### src/rtl/pmdio_pkg.sv
package pmdio_pkg;

   typedef enum logic [1:0] {
      ST_IDLE   = 2'd0,
      ST_PAGE   = 2'd1,
      ST_SETTLE = 2'd2,
      ST_XFER   = 2'd3
   } seq_state_e;

   localparam int unsigned HALF_W = 16;
   localparam int unsigned WORD_W = 2 * HALF_W;

endpackage

### src/rtl/pmdio_addr_split.sv
module pmdio_addr_split #(
   parameter int unsigned ADDR_W   = 18,
   parameter int unsigned PAGE_LSB = 9,
   parameter int unsigned PAGE_W   = 9,
   parameter int unsigned IDX_LSB  = 6,
   parameter int unsigned IDX_W    = 3,
   parameter int unsigned REG_LSB  = 1,
   parameter int unsigned REG_W    = 5
) (
   input  logic [ADDR_W-1:0] addr_i,
   input  logic              is32_i,
   input  logic              hi_i,
   output logic [PAGE_W-1:0] page_o,
   output logic [IDX_W-1:0]  idx_o,
   output logic [REG_W-1:0]  reg_o
);

   localparam int unsigned PAD_W = ADDR_W - 2;

   if (ADDR_W < PAGE_LSB + PAGE_W) begin : g_bad_page
      $error("address too narrow for page field");
   end
   if (IDX_LSB + IDX_W > PAGE_LSB) begin : g_bad_idx
      $error("index field overlaps page field");
   end
   if (REG_LSB + REG_W > IDX_LSB) begin : g_bad_reg
      $error("register field overlaps index field");
   end

   logic [ADDR_W-1:0] eff;

   // upper-half 16-bit access lands one half-word further on
   assign eff    = addr_i + {{PAD_W{1'b0}}, hi_i & ~is32_i, 1'b0};
   assign page_o = eff[PAGE_LSB +: PAGE_W];
   assign idx_o  = eff[IDX_LSB  +: IDX_W];
   assign reg_o  = eff[REG_LSB  +: REG_W];

endmodule

### src/rtl/pmdio_page_cache.sv
module pmdio_page_cache #(
   parameter int unsigned PAGE_W = 9
) (
   input  logic              clk,
   input  logic              rst_n,
   input  logic              update_i,
   input  logic [PAGE_W-1:0] page_i,
   input  logic [PAGE_W-1:0] lookup_i,
   output logic              hit_o,
   output logic              valid_o,
   output logic [PAGE_W-1:0] page_o
);

   logic              valid_q;
   logic [PAGE_W-1:0] page_q;

   always_ff @(posedge clk or negedge rst_n) begin
      if (!rst_n) begin
         valid_q <= 1'b0;
         page_q  <= '0;
      end else if (update_i) begin
         valid_q <= 1'b1;
         page_q  <= page_i;
      end
   end

   assign hit_o   = valid_q && (page_q == lookup_i);
   assign valid_o = valid_q;
   assign page_o  = page_q;

   // a page write leaves exactly that page cached
   p_cache_takes_page_r2: assert property (@(posedge clk) disable iff (!rst_n)
      update_i |=> (valid_q && page_q == $past(page_i)));

endmodule

### src/rtl/pmdio_settle_timer.sv
module pmdio_settle_timer #(
   parameter int unsigned CYCLES = 200000
) (
   input  logic clk,
   input  logic rst_n,
   input  logic start_i,
   output logic running_o,
   output logic last_o
);

   localparam int unsigned CNT_W = $clog2(CYCLES + 1);

   if (CYCLES < 1) begin : g_bad_cycles
      $error("settle time must be at least one cycle");
   end

   logic [CNT_W-1:0] cnt_q;

   always_ff @(posedge clk or negedge rst_n) begin
      if (!rst_n) begin
         cnt_q <= '0;
      end else if (start_i) begin
         cnt_q <= CNT_W'(CYCLES);
      end else if (cnt_q != '0) begin
         cnt_q <= cnt_q - 1'b1;
      end
   end

   assign running_o = (cnt_q != '0);
   assign last_o    = (cnt_q == CNT_W'(1));

   // the count falls by one every cycle until it is spent
   p_count_down_r3: assert property (@(posedge clk) disable iff (!rst_n)
      (running_o && !start_i) |=> (cnt_q == $past(cnt_q) - 1'b1));

endmodule

### src/rtl/paged_mdio_seq.sv
module paged_mdio_seq
   import pmdio_pkg::*;
#(
   parameter int unsigned          ADDR_W     = 18,
   parameter int unsigned          PAGE_LSB   = 9,
   parameter int unsigned          PAGE_W     = 9,
   parameter int unsigned          IDX_LSB    = 6,
   parameter int unsigned          IDX_W      = 3,
   parameter int unsigned          REG_LSB    = 1,
   parameter int unsigned          REG_W      = 5,
   parameter int unsigned          PHYA_W     = 5,
   parameter logic [PHYA_W-1:0]    PAGE_PHY   = 5'h18,
   parameter logic [REG_W-1:0]     PAGE_REG   = '0,
   parameter logic [PHYA_W-1:0]    DATA_PHY   = 5'h10,
   parameter int unsigned          SETTLE_CYC = 200000
) (
   input  logic                clk,
   input  logic                rst_n,
   input  logic                req_valid,
   output logic                req_ready,
   input  logic                req_write,
   input  logic                req_is32,
   input  logic                req_hi_half,
   input  logic                req_lo_first,
   input  logic [ADDR_W-1:0]   req_addr,
   input  logic [WORD_W-1:0]   req_wdata,
   output logic                busy,
   output logic                rsp_valid,
   output logic [WORD_W-1:0]   rsp_rdata,
   output logic                rsp_err,
   output logic                md_req,
   output logic                md_write,
   output logic [PHYA_W-1:0]   md_phy,
   output logic [REG_W-1:0]    md_reg,
   output logic [HALF_W-1:0]   md_wdata,
   input  logic                md_ack,
   input  logic [HALF_W-1:0]   md_rdata,
   input  logic                md_err
);

   localparam int unsigned PAGE_PAD = HALF_W - PAGE_W;
   localparam int unsigned IDX_PAD  = PHYA_W - IDX_W;

   if (PAGE_W > HALF_W) begin : g_bad_pagew
      $error("page value does not fit one MDIO word");
   end
   if (IDX_W > PHYA_W) begin : g_bad_idxw
      $error("PHY index wider than PHY address");
   end

   // request decode on the live host inputs
   logic [PAGE_W-1:0] in_page;
   logic [IDX_W-1:0]  in_idx;
   logic [REG_W-1:0]  in_reg;

   pmdio_addr_split #(
      .ADDR_W(ADDR_W), .PAGE_LSB(PAGE_LSB), .PAGE_W(PAGE_W),
      .IDX_LSB(IDX_LSB), .IDX_W(IDX_W), .REG_LSB(REG_LSB), .REG_W(REG_W)
   ) u_split (
      .addr_i (req_addr),
      .is32_i (req_is32),
      .hi_i   (req_hi_half),
      .page_o (in_page),
      .idx_o  (in_idx),
      .reg_o  (in_reg)
   );

   seq_state_e        state_q;
   logic [PAGE_W-1:0] page_q;
   logic [IDX_W-1:0]  idx_q;
   logic [REG_W-1:0]  reg_q;
   logic              write_q, is32_q, hi_q, lofirst_q, step_q, err_q;
   logic [WORD_W-1:0] wdata_q;
   logic [HALF_W-1:0] acc_lo_q, acc_hi_q;

   logic              accept, cache_hit, cache_valid, cache_upd;
   logic [PAGE_W-1:0] cache_page;
   logic              settle_start, settle_run, settle_last;

   assign req_ready    = (state_q == ST_IDLE);
   assign busy         = ~req_ready;
   assign accept       = req_valid && req_ready;
   assign cache_upd    = (state_q == ST_PAGE) && md_ack;
   assign settle_start = cache_upd;

   pmdio_page_cache #(.PAGE_W(PAGE_W)) u_cache (
      .clk      (clk),
      .rst_n    (rst_n),
      .update_i (cache_upd),
      .page_i   (page_q),
      .lookup_i (in_page),
      .hit_o    (cache_hit),
      .valid_o  (cache_valid),
      .page_o   (cache_page)
   );

   pmdio_settle_timer #(.CYCLES(SETTLE_CYC)) u_settle (
      .clk       (clk),
      .rst_n     (rst_n),
      .start_i   (settle_start),
      .running_o (settle_run),
      .last_o    (settle_last)
   );

   // which register offset and which half the current step moves
   logic step_off, step_hi, step_last;

   always_comb begin
      if (!is32_q) begin
         step_off  = 1'b0;
         step_hi   = hi_q;
         step_last = 1'b1;
      end else if (!write_q || lofirst_q) begin
         step_off  = step_q;
         step_hi   = step_q;
         step_last = step_q;
      end else begin
         step_off  = ~step_q;
         step_hi   = ~step_q;
         step_last = step_q;
      end
   end

   always_comb begin
      md_req = (state_q == ST_PAGE) || (state_q == ST_XFER);
      if (state_q == ST_PAGE) begin
         md_write = 1'b1;
         md_phy   = PAGE_PHY;
         md_reg   = PAGE_REG;
         md_wdata = {{PAGE_PAD{1'b0}}, page_q};
      end else begin
         md_write = write_q;
         md_phy   = DATA_PHY | {{IDX_PAD{1'b0}}, idx_q};
         md_reg   = reg_q + {{(REG_W-1){1'b0}}, step_off};
         md_wdata = step_hi ? wdata_q[WORD_W-1:HALF_W] : wdata_q[HALF_W-1:0];
      end
   end

   always_ff @(posedge clk or negedge rst_n) begin
      if (!rst_n) begin
         state_q   <= ST_IDLE;
         page_q    <= '0;
         idx_q     <= '0;
         reg_q     <= '0;
         write_q   <= 1'b0;
         is32_q    <= 1'b0;
         hi_q      <= 1'b0;
         lofirst_q <= 1'b0;
         step_q    <= 1'b0;
         err_q     <= 1'b0;
         wdata_q   <= '0;
         acc_lo_q  <= '0;
         acc_hi_q  <= '0;
         rsp_valid <= 1'b0;
         rsp_rdata <= '0;
         rsp_err   <= 1'b0;
      end else begin
         rsp_valid <= 1'b0;
         unique case (state_q)
            ST_IDLE: begin
               if (accept) begin
                  page_q    <= in_page;
                  idx_q     <= in_idx;
                  reg_q     <= in_reg;
                  write_q   <= req_write;
                  is32_q    <= req_is32;
                  hi_q      <= req_hi_half;
                  lofirst_q <= req_lo_first;
                  wdata_q   <= req_wdata;
                  step_q    <= 1'b0;
                  err_q     <= 1'b0;
                  acc_lo_q  <= '0;
                  acc_hi_q  <= '0;
                  state_q   <= cache_hit ? ST_XFER : ST_PAGE;
               end
            end
            ST_PAGE: begin
               if (md_ack) begin
                  err_q   <= err_q | md_err;
                  state_q <= ST_SETTLE;
               end
            end
            ST_SETTLE: begin
               if (settle_last) begin
                  state_q <= ST_XFER;
               end
            end
            ST_XFER: begin
               if (md_ack) begin
                  err_q <= err_q | md_err;
                  if (step_hi) acc_hi_q <= md_rdata;
                  else         acc_lo_q <= md_rdata;
                  if (step_last) begin
                     state_q   <= ST_IDLE;
                     rsp_valid <= 1'b1;
                     rsp_err   <= err_q | md_err;
                     rsp_rdata <= write_q ? '0 :
                                  {step_hi ? md_rdata : acc_hi_q,
                                   step_hi ? acc_lo_q : md_rdata};
                  end else begin
                     step_q <= 1'b1;
                  end
               end
            end
            default: state_q <= ST_IDLE;
         endcase
      end
   end

   // a pending transaction keeps its fields until acknowledged
   p_req_hold_r9: assert property (@(posedge clk) disable iff (!rst_n)
      (md_req && !md_ack) |=> (md_req && $stable(md_phy) && $stable(md_reg)
                               && $stable(md_write) && $stable(md_wdata)));

   // completion is a single-cycle pulse
   p_single_rsp_r9: assert property (@(posedge clk) disable iff (!rst_n)
      rsp_valid |=> !rsp_valid);

   // the bus is quiet while the page settles
   p_quiet_settle_r3: assert property (@(posedge clk) disable iff (!rst_n)
      settle_run |-> !md_req);

   // data transactions only run with their own page programmed
   p_page_ready_r2: assert property (@(posedge clk) disable iff (!rst_n)
      (state_q == ST_XFER) |-> (cache_valid && cache_page == page_q));

   // a request while busy leaves the captured access untouched
   p_refuse_busy_r8: assert property (@(posedge clk) disable iff (!rst_n)
      (req_valid && busy) |=> ($stable(page_q) && $stable(reg_q)
                               && $stable(idx_q) && $stable(wdata_q)));

endmodule

### config.mk
export PLATFORM = sky130hd
export DESIGN_NAME = paged_mdio_seq
export DESIGN_NICKNAME = d
export VERILOG_FILES = /design/src/rtl/pmdio_pkg.sv /design/src/rtl/pmdio_addr_split.sv /design/src/rtl/pmdio_page_cache.sv /design/src/rtl/pmdio_settle_timer.sv /design/src/rtl/paged_mdio_seq.sv
export SDC_FILE = /design/constraint.sdc
export NUM_CORES = 1
export LEC_CHECK = 0
export BUFFER_PORTS_ARGS = -buffer_cell sky130_fd_sc_hd__buf_2
export CAP_MARGIN = 25
export CELL_PAD_IN_SITES_DETAIL_PLACEMENT = 1
export CELL_PAD_IN_SITES_GLOBAL_PLACEMENT = 1
export CORE_AREA = 5 5 143 145
export CTS_CLUSTER_DIAMETER = 40
export DETAILED_ROUTE_END_ITERATION = 8
export DIE_AREA = 0 0 148 150
export PLACE_DENSITY_LB_ADDON = 0.1
export SLEW_MARGIN = 20
export SYNTH_ARGS = -nofsm -noshare
export SYNTH_HDL_FRONTEND = slang
export SYNTH_SLANG_ARGS = --single-unit
export TNS_END_PERCENT = 5
### constraint.sdc
create_clock -name clk -period 2.02 [get_ports clk]
set_input_delay 0 -clock clk [delete_from_list [all_inputs] [get_ports clk]]
set_output_delay 0 -clock clk [all_outputs]
set_load 0.03 [all_outputs]
==> flow_summary.toml, run 1 <==
[clock_tree]
cts_root_buf = "clkbuf_16"
cts_tree = "done"
insertion_delay_ns = 0.42
clk_pin_slew_ns = 0.06
htreeDepth = 4
cts_sinks = 151
clk_path_buf_depth = 2
cts_buffers = 17

[power]
powerDensity_mw_per_mm2 = 1620
ir_worst_vdd_uv = 779
p_clk_frac = 0.189
p_seq_frac = 0.309
power_switching_mw = 6.86
pwr-share-comb = 0.502
swShare = 0.416
p_int_mw = 9.63
power.leakage_nw = 4.76

[min_path]
hold_start = "req_addr[6]"
worstHoldEndpoint = "idx_q[1]"
hold_path_depth = 5
hold_class = "in2reg"

[logic_synthesis]
ys_async_sr_fraction = 1.00
synth-edff-count = 0
yosys.area_share.simple = 0.144
synth_cell_types = 47
synthFlopType = "dfrtp_1"
syn_inst = 693
synth_compound_area_frac = 0.125
synthAdderAreaFrac = 0.0191
syn_area_per_cell_um2 = 10.4
seq_area_frac_synth = 0.523
synth_xor_area_frac = 0.0412
yosysWarnings = 0
synthesis.area_mm2 = 0.00722
synth_top_family_by_area = "simple AND/OR/NAND/NOR gates"
synth.mux.area_fraction = 0.122
ys_seq_elements = 151
synth_nets = 779

[grt]
grt_pass1_vias = 6740
grt_antenna_before_repair = 0
grt_max_degree = 53
grt_usage = 0.202
grt_first_pass_wirelength_mm = 35.6
grt_overflow = 0

[timing]
setup_violations = 26
grt_setup_unrepaired = "true"
worst_pin_slew_ns = 0.746
fin_crit_ns = 2.23
worst_slack_ns = -0.207
max_freq_mhz = 449
worst_slew_margin_rel = 0.503
maxSlewViolCount = 0
period_share = 1.10
hold_viol_final = 0
skew_ns = 0.00688
whs_ns = 0.0520
setup_tns_ns = -1.95

[routing]
drt_iter0_drc = 207
drc = 0
first_pass_iters = 4
routedWlPerCell_um = 18.4
wl_mm = 22.1
detail_route.vias_per_cell = 5.10
ant_nets = 0
via_count = 6132

[finish]
layout-drive-gt1-share = 0.318
area_growth_pct = 40.7
fillers = 2106
fin_util = 0.533
final_nets = 1037
most-common-layout-cells = "dfrtp_1 (151), buf_2 (118), nand2_1 (113)"
fin_cells = 1202
final_common_cell = "dfrtp_1"
antennaDiodeCount = 0

[floorplan]
die_area_mm2 = 0.0222
rows = 51
core_area_mm2 = 0.0191
die_height_um = 150
io_pins = 139
initial_core_util = 0.379
die_w_um = 148

[job]
drv_cap = 0

[setup_path]
r2r_cells = 6
crit_required_ns = 2.02
arrival_ns = 2.23
rrSetupSlack_ns = -0.12
timing.rr.start = "u_settle.cnt_q[8]"
critPathCaptureType = "primary output"
r2r_end = "state_q[1]"
start_kind = "flip-flop"
critPathKind = "reg2out"
path_max_fanout = 2
startpoint = "write_q"

[placed_design]
placedCellCount = 1094
dp_hpwl_mm = 15.0
gp_routability_congestion = 0.803
pre_cts_slack_ns = -0.293
port_buffers = 136

[outcome]
violations = "setup timing"
status = "finished with violations"
[flip-flops by register name, summed over array words and instances (netlist names), 2 cells and up]
signal / flops
u_cache.page_o: 9
reg_q: 5
page_q: 9
idx_q: 3
state_q: 2
u_settle.cnt_q: 18
acc_hi_q: 16
rsp_rdata: 32
wdata_q: 32
acc_lo_q: 16
[cell families (layout without fill, tap and decap cells)]
family          count (synthesis)  in the layout
flops                         151            151
simple gates                  226            226
buf+inv                        45            316
compound gates                142            142
xor+xnor                       34             34
mux                            83             83
fa+ha+maj                      11             11
other cells                     1              1
[synthesized netlist by cell type (all sizes together) (12+ instances only)]
cell type / number / area share
a21oi: 20 / 0.014
a22o: 33 / 0.040
clkbuf: 23 / 0.012
dfrtp: 151 / 0.52
inv: 12 / 0.0062
mux2: 40 / 0.062
mux2i: 43 / 0.060
nand2: 116 / 0.060
nor2: 34 / 0.018
nor2b: 12 / 0.010
nor3: 15 / 0.012
o21ai: 68 / 0.047
xnor2: 22 / 0.027
xor2: 12 / 0.015
[area by class of cell]
| type | instances | area (um^2) | share of cell area |
|---|---|---|---|
| timing repair buffer | 272 | 2050 | 0.201 |
| sequential | 151 | 3780 | 0.372 |
| tap | 238 | 298 | 0.0293 |
| multi-input combinational | 497 | 3420 | 0.336 |
| clock buffer | 20 | 467 | 0.0459 |
| inverter | 12 | 45.0 | 0.00443 |
| clock inverter | 12 | 113 | 0.0111 |
[metrics by stage]
stage,power (mW),instance area (um^2)
global route,17.5,10200
floorplan,9.96,7230
finish,16.5,10200
global placement,12.4,8590
CTS,16.5,10100
detailed placement,12.7,8610
[worst max-delay path by stage]
stage,endpoint,cells after the start
3_5_place_dp,state_q[1],10
2_1_floorplan,md_wdata[1],7
5_1_grt,md_reg[4],10
4_1_cts,md_reg[4],10
6_report,md_reg[4],10
3_3_place_gp,state_q[1],10
[power groups by stage]
stage | Clock [mW] | Combinational [mW] | Sequential [mW]
after global routing | 3.36 | 8.93 | 5.24
final | 3.12 | 8.28 | 5.09
after detailed placement | 0 | 7.64 | 5.08
after floorplan | 0 | 4.67 | 5.29
after global placement | 0 | 7.41 | 5.01
after CTS | 3.19 | 8.24 | 5.06
[what timing repair did]
item                       CTS  global route
gates resized for setup     49            12
hold endpoints to repair   223             0
setup buffers                1             0
pin swaps                   13             2
hold buffers                75             0
setup endpoints to repair   36            47
[critical path: stages, from the launching register on]
cell and delay (ns):
dfrtp_1 0.38, nor2b_4 0.14, xnor2_2 0.14, buf_4 0.15, nor2b_1 0.12, ha_2 0.23
ha_4 0.15, nand3_2 0.07, xor2_1 0.15, nor2_1 0.10, buf_4 0.17
[routing by layer]
metal | up-vias | GRT usage | part of all wire | routed length, um
met4 | 0 | 0.0573 | 0.017 | 371
li1 | 2947 | - | - | -
met3 | 24 | 0.0373 | 0.030 | 669
met1 | 3056 | 0.258 | 0.44 | 9730
met5 | - | 0 | 0 | 0
met2 | 105 | 0.354 | 0.51 | 11400
No activity file was read; power rests on OpenSTA's default activity.
==> run 2: changes to the inputs <==
--- a/config.mk
+++ b/config.mk
@@ -6,16 +6,16 @@
 export NUM_CORES = 1
 export LEC_CHECK = 0
 export BUFFER_PORTS_ARGS = -buffer_cell sky130_fd_sc_hd__buf_2
-export CAP_MARGIN = 25
+export CAP_MARGIN = 5
 export CELL_PAD_IN_SITES_DETAIL_PLACEMENT = 1
 export CELL_PAD_IN_SITES_GLOBAL_PLACEMENT = 1
-export CORE_AREA = 5 5 143 145
+export CORE_AREA = 5 5 142 144
 export CTS_CLUSTER_DIAMETER = 40
 export DETAILED_ROUTE_END_ITERATION = 8
-export DIE_AREA = 0 0 148 150
+export DIE_AREA = 0 0 147 149
 export PLACE_DENSITY_LB_ADDON = 0.1
 export SLEW_MARGIN = 20
 export SYNTH_ARGS = -nofsm -noshare
 export SYNTH_HDL_FRONTEND = slang
+export SYNTH_HIERARCHICAL = 1
 export SYNTH_SLANG_ARGS = --single-unit
-export TNS_END_PERCENT = 5
==> flow_summary.toml, run 2 <==
[grt]
grt_max_degree = 53
grt_pass1_vias = 6523
grt-busiest-layer = "met2"
use_met2 = 0.345
grtUsageMet3 = 0.0450
use_met1 = 0.247
grt_overflow = 0
grt_usage = 0.197
grt_antenna_before_repair = 0
grt_first_pass_wirelength_mm = 34.5

[power]
ir_worst_vdd_uv = 1370
powerDensity_mw_per_mm2 = 1650
power.leakage_nw = 4.70
power.total_mw = 16.7

[setup_path]
path_cells = "and2b_2 -> o21ai_4 -> ha_4 -> ha_4 -> nand3_2 -> xor2_1 -> nor2_1 -> buf_4"
start_kind = "flip-flop"
timing.rr.start = "state_q[0]"
crit_required_ns = 2.02
startpoint = "write_q"
critPathKind = "reg2out"
critPathSlowestCell = "dfrtp_2"
crit_family = "flip-flops"
critPathCaptureType = "primary output"
arrival_ns = 2.10
cpMostUsedCell = "ha_4"
critical-path-max-stage-delay_ns = 0.42
cp_num_buf_inv = 1
path_max_fanout = 3

[logic_synthesis]
synthFlopType = "dfrtp_1"
synth_top_family_by_area = "multiplexers"
synth_top_area_share = 0.511
synth.mux.area_fraction = 0.164
ys_seq_elements = 151
yosys.area_share.simple = 0.134
synth_xor_area_frac = 0.0320
synth_most_common_cell = "dfrtp_1"
synth_compound_area_frac = 0.105
yosysTopAreaCell = "dfrtp_1"
yosysWarnings = 6
synth-edff-count = 0
syn_area_per_cell_um2 = 11.5
synthesis.area_mm2 = 0.00739
seq_area_frac_synth = 0.511
synth_nets = 729
synthTopCellsByCount = "dfrtp_1 (151), nand2_1 (69), mux2_2 (64)"
synth_area_leaders = "dfrtp_1 (51%), mux2_2 (9.8%), mux2i_1 (6.2%)"
synthAdderAreaFrac = 0.0186
ys_async_sr_fraction = 1.00
synth_cell_types = 55
syn_inst = 643

[placed_design]
gp_routability_congestion = 0.793
placedCellCount = 1011
dp_hpwl_mm = 14.2
port_buffers = 136

[timing]
maxSlewViolCount = 0
period_share = 1.04
skew_ns = 0.00847
hold_viol_final = 0
setup_tns_ns = -0.416
worst_slack_ns = -0.0752
fin_crit_ns = 2.10
setup_violations = 10
grt_setup_unrepaired = "true"
max_freq_mhz = 477

[finish]
fin_cells = 1117
final_common_cell = "dfrtp_1"
antennaDiodeCount = 0
final_nets = 956
area_growth_pct = 37.0
most-common-layout-cells = "dfrtp_1 (149), buf_2 (115), nand2_1 (66)"
reg.largest.list = "rsp_rdata: 32 flops, wdata_q: 32 flops, u_settle/cnt_q: 18 flops"
layout-drive-gt1-share = 0.381

[min_path]
hold_class = "in2reg"
hold_start = "req_addr[2]"

[clock_tree]
insertion_delay_ns = 0.43
cts_buffers = 17
clk_pin_slew_ns = 0.06
htreeDepth = 4
cts_tree = "done"
clk_path_buf_depth = 2
cts_root_buf = "clkbuf_16"
cts_sinks = 151

[floorplan]
core_area_mm2 = 0.0186
die_area_mm2 = 0.0219
io_pins = 139
initial_core_util = 0.398
die_height_um = 149
rows = 50
die_w_um = 147

[outcome]
status = "finished with violations"
violations = "setup timing"

[routing]
first_pass_iters = 4
via_count = 5854
detail_route.vias_per_cell = 5.24
wl_mm = 21.3
drt_iter0_drc = 264
routedWlPerCell_um = 19.0
ant_nets = 0
drc = 0

[job]
drv_cap = 0
## run 2: path summary, 6_finish.rpt
check                                         end  slack (ns)  depth (start not counted)
min in group asynchronous       u_settle/cnt_q[4]        0.10                          2
worst max register to register        acc_lo_q[6]        0.09                          8
worst min-delay path                     reg_q[1]        0.04                          3
worst max-delay path                    md_reg[4]       -0.08                          8
worst min register to register       rsp_rdata[2]        0.48                          2
max in group asynchronous                  is32_q        1.23                          3
## run 2: power breakdown
| part | switching [mW] | internal [mW] | total (mW) |
|---|---|---|---|
| Sequential | 0.916 | 4.23 | 5.15 |
| Combinational | 4.61 | 3.80 | 8.41 |
| Clock | 1.44 | 1.66 | 3.10 |
## run 2: metal layers
metal | share of wire | wire length, um | vias to the layer above
met1 | 0.43 | 9220 | 2961
met3 | 0.043 | 917 | 20
li1 | - | - | 2739
met5 | 0 | 0 | -
met2 | 0.51 | 10900 | 134
met4 | 0.012 | 260 | 0
## run 2: kinds of logic after synthesis
| group | after synthesis |
|---|---|
| XOR/XNOR | 27 |
| multiplexers | 113 |
| AND/OR/NAND/NOR | 178 |
| adder cells (fa/ha/maj) | 11 |
| AO/OA/AOI/OAI | 118 |
| other | 1 |
| buffers and inverters | 44 |
| flip-flops | 151 |
## run 2: what timing repair did
action / 4_1_cts / 5_1_grt
setup endpoints to repair: 43 / 49
pin swaps: 3 / 15
setup buffers: 8 / 8
resized for setup: 37 / 50
hold endpoints to repair: 239 / 1
hold buffers: 56 / 1
gates cloned: 1 / 1
## run 2: final cells by class
class / count / area (um^2)
clock inverters: 14 / 134
multi-input cells: 448 / 3610
clock buffers: 18 / 439
flip-flops and latches: 151 / 3780
inverters: 10 / 37.5
well taps: 234 / 293
repair buffers: 242 / 1830
fillers: 1949 / 8460
## run 2: worst reg2reg max path, delay by kind of cell (launching register included)
kind,cells,cell delay (ns)
simple gates,2,0.34
flops,1,0.44
fa+ha+maj,1,0.26
buf+inv,3,0.53
compound gates,2,0.30
## run 2: metrics by stage
| step | worst slack (ns) | hold slack (ns) | area, um^2 | util |
|---|---|---|---|---|
| 4_1_cts | -0.101 | 0.00807 | 9830 | 0.529 |
| 3_3_place_gp | -0.0862 | -0.0115 | 8470 | 0.456 |
| 6_report | -0.0752 | 0.0361 | 10100 | 0.545 |
| 2_1_floorplan | 0.00990 | -0.296 | 7420 | - |
| 3_5_place_dp | -0.177 | -0.00379 | 8470 | 0.456 |
| 5_1_grt | -0.166 | 0.0515 | 10100 | 0.545 |
==> run 3: changes to the inputs <==
--- a/config.mk
+++ b/config.mk
@@ -14,6 +14,7 @@
 export DETAILED_ROUTE_END_ITERATION = 8
 export DIE_AREA = 0 0 147 149
 export PLACE_DENSITY_LB_ADDON = 0.1
+export SKIP_LAST_GASP = 1
 export SLEW_MARGIN = 20
 export SYNTH_ARGS = -nofsm -noshare
 export SYNTH_HDL_FRONTEND = slang
==> flow_summary.toml, run 3 (synthesis gave the netlist of run 2 again) <==
[job]
drv_cap = 0

[floorplan]
initial_core_util = 0.398
io_pins = 139
rows = 50
die_w_um = 147
core_area_mm2 = 0.0186
die_area_mm2 = 0.0219
die_height_um = 149

[grt]
grt_overflow = 0
grt_max_degree = 53
grt_antenna_before_repair = 0
grt_usage = 0.197
grt_first_pass_wirelength_mm = 34.5
grt_pass1_vias = 6523

[power]
powerDensity_mw_per_mm2 = 1640
power_switching_mw = 6.95
p_seq_frac = 0.309
p_clk_frac = 0.187
power.leakage_nw = 4.70
pwr-share-comb = 0.504
p_int_mw = 9.67
swShare = 0.418
ir_worst_vdd_uv = 1370

[setup_path]
path_max_fanout = 7
start_kind = "flip-flop"
crit_required_ns = 2.02
critPathKind = "reg2out"
arrival_ns = 2.10
critPathCaptureType = "primary output"

[finish]
fillers = 1948
final_nets = 956
seq_area_mm2 = 0.00378
multiInputGateArea_mm2 = 0.00360
final_common_cell = "dfrtp_1"
antennaDiodeCount = 0
reg.largest.list = "rsp_rdata: 32 flops, wdata_q: 32 flops, u_settle/cnt_q: 18 flops"
layout-drive-gt1-share = 0.379
most-common-layout-cells = "dfrtp_1 (149), buf_2 (115), nand2_1 (66)"
area_growth_pct = 36.9

[clock_tree]
cts_sinks = 151
cts_tree = "done"
insertion_delay_ns = 0.43
clk_pin_slew_ns = 0.06
htreeDepth = 4
clk_path_buf_depth = 2
cts_buffers = 17
cts_root_buf = "clkbuf_16"

[timing]
hold_viol_final = 0
period_share = 1.04
fin_crit_ns = 2.10
grt_setup_unrepaired = "true"
worst_slack_ns = -0.0779
max_freq_mhz = 477
worst_slew_margin_rel = 0.515
maxSlewViolCount = 0
setup_tns_ns = -0.396
setup_violations = 10
skew_ns = 0.00847
worst_pin_slew_ns = 0.727

[routing]
dr.max_layer_used = "met4"
wl_mm = 21.3
via_count = 5849
routedWlPerCell_um = 19.0
drt-met1-wl_mm = 9.19
dr_wl_met3_um = 936
first_pass_iters = 4
drt_iter0_drc = 269
detail_route.vias_per_cell = 5.24
ant_nets = 0
wl_met2_mm = 10.9
drc = 0

[placed_design]
port_buffers = 136
gp_routability_congestion = 0.793
dp_hpwl_mm = 14.2
pre_cts_slack_ns = -0.177

[outcome]
status = "finished with violations"
violations = "setup timing"

[min_path]
hold_class = "in2reg"
[run 3: cell counts in the layout (fill, tap and decap cells not counted)]
No cell type changed its count.
[run 3: cell type report]
cell class,instances,area share
Clock buffer,18,0.0434
Clock inverter,14,0.0132
Inverter,10,0.00371
Multi-Input combinational cell,448,0.356
Sequential cell,151,0.374
Tap cell,234,0.0289
Timing Repair Buffer,242,0.180
[run 3: timing repair]
item,4_1_cts,5_1_grt
pin swaps,3,15
hold buffers,56,1
endpoints found under the setup margin,43,49
hold endpoints to repair,239,1
gates cloned,1,1
resized for setup,37,47
buffers inserted,8,8
[run 3: stage by stage]
stage / hold WS, ns / area (um^2) / power [mW] / util / instances
after floorplan: -0.296 / 7420 / 10.1 / - / 643
after global placement: -0.0115 / 8470 / 12.0 / 0.456 / 1011
after detailed placement: -0.00379 / 8470 / 12.2 / 0.456 / 1011
after CTS: 0.00807 / 9830 / 16.2 / 0.529 / 1107
after global routing: 0.0515 / 10100 / 17.7 / 0.544 / 1117
final: 0.0359 / 10100 / 16.6 / 0.544 / 1117
[run 3: routing by layer]
metal / vias up / GRT usage
met1: 2958 / 0.247
li1: 2740 / -
met5: - / 0
met2: 131 / 0.345
met3: 20 / 0.0450
met4: 0 / 0.0536
[run 3: power groups by stage]
stage / clock, mW / sequential, mW / combinational [mW]
after floorplan: 0 / 5.26 / 4.83
after global placement: 0 / 5.04 / 6.95
after detailed placement: 0 / 5.11 / 7.13
after CTS: 3.18 / 5.10 / 7.90
after global routing: 3.32 / 5.30 / 9.06
final: 3.10 / 5.14 / 8.38
[run 3: worst paths after layout]
check                                   from                 to  slack, ns  depth (start not counted)
min in group asynchronous              rst_n  u_settle/cnt_q[4]       0.10                          2
worst max register to register    state_q[0]        acc_lo_q[6]       0.08                          8
worst min-delay path             req_addr[2]           reg_q[1]       0.04                          3
max in group asynchronous              rst_n             is32_q       1.23                          3
worst min register to register  rsp_rdata[2]       rsp_rdata[2]       0.48                          2
worst max-delay path               lofirst_q        md_wdata[8]      -0.08                          6
[run 3: worst max-delay path, cell delays in order (launching register included)]
cell	delay [ns]
dfrtp_1	0.40
and2b_2	0.30
o211a_4	0.27
buf_12	0.16
mux2i_2	0.25
o21ai_1	0.10
buf_4	0.19
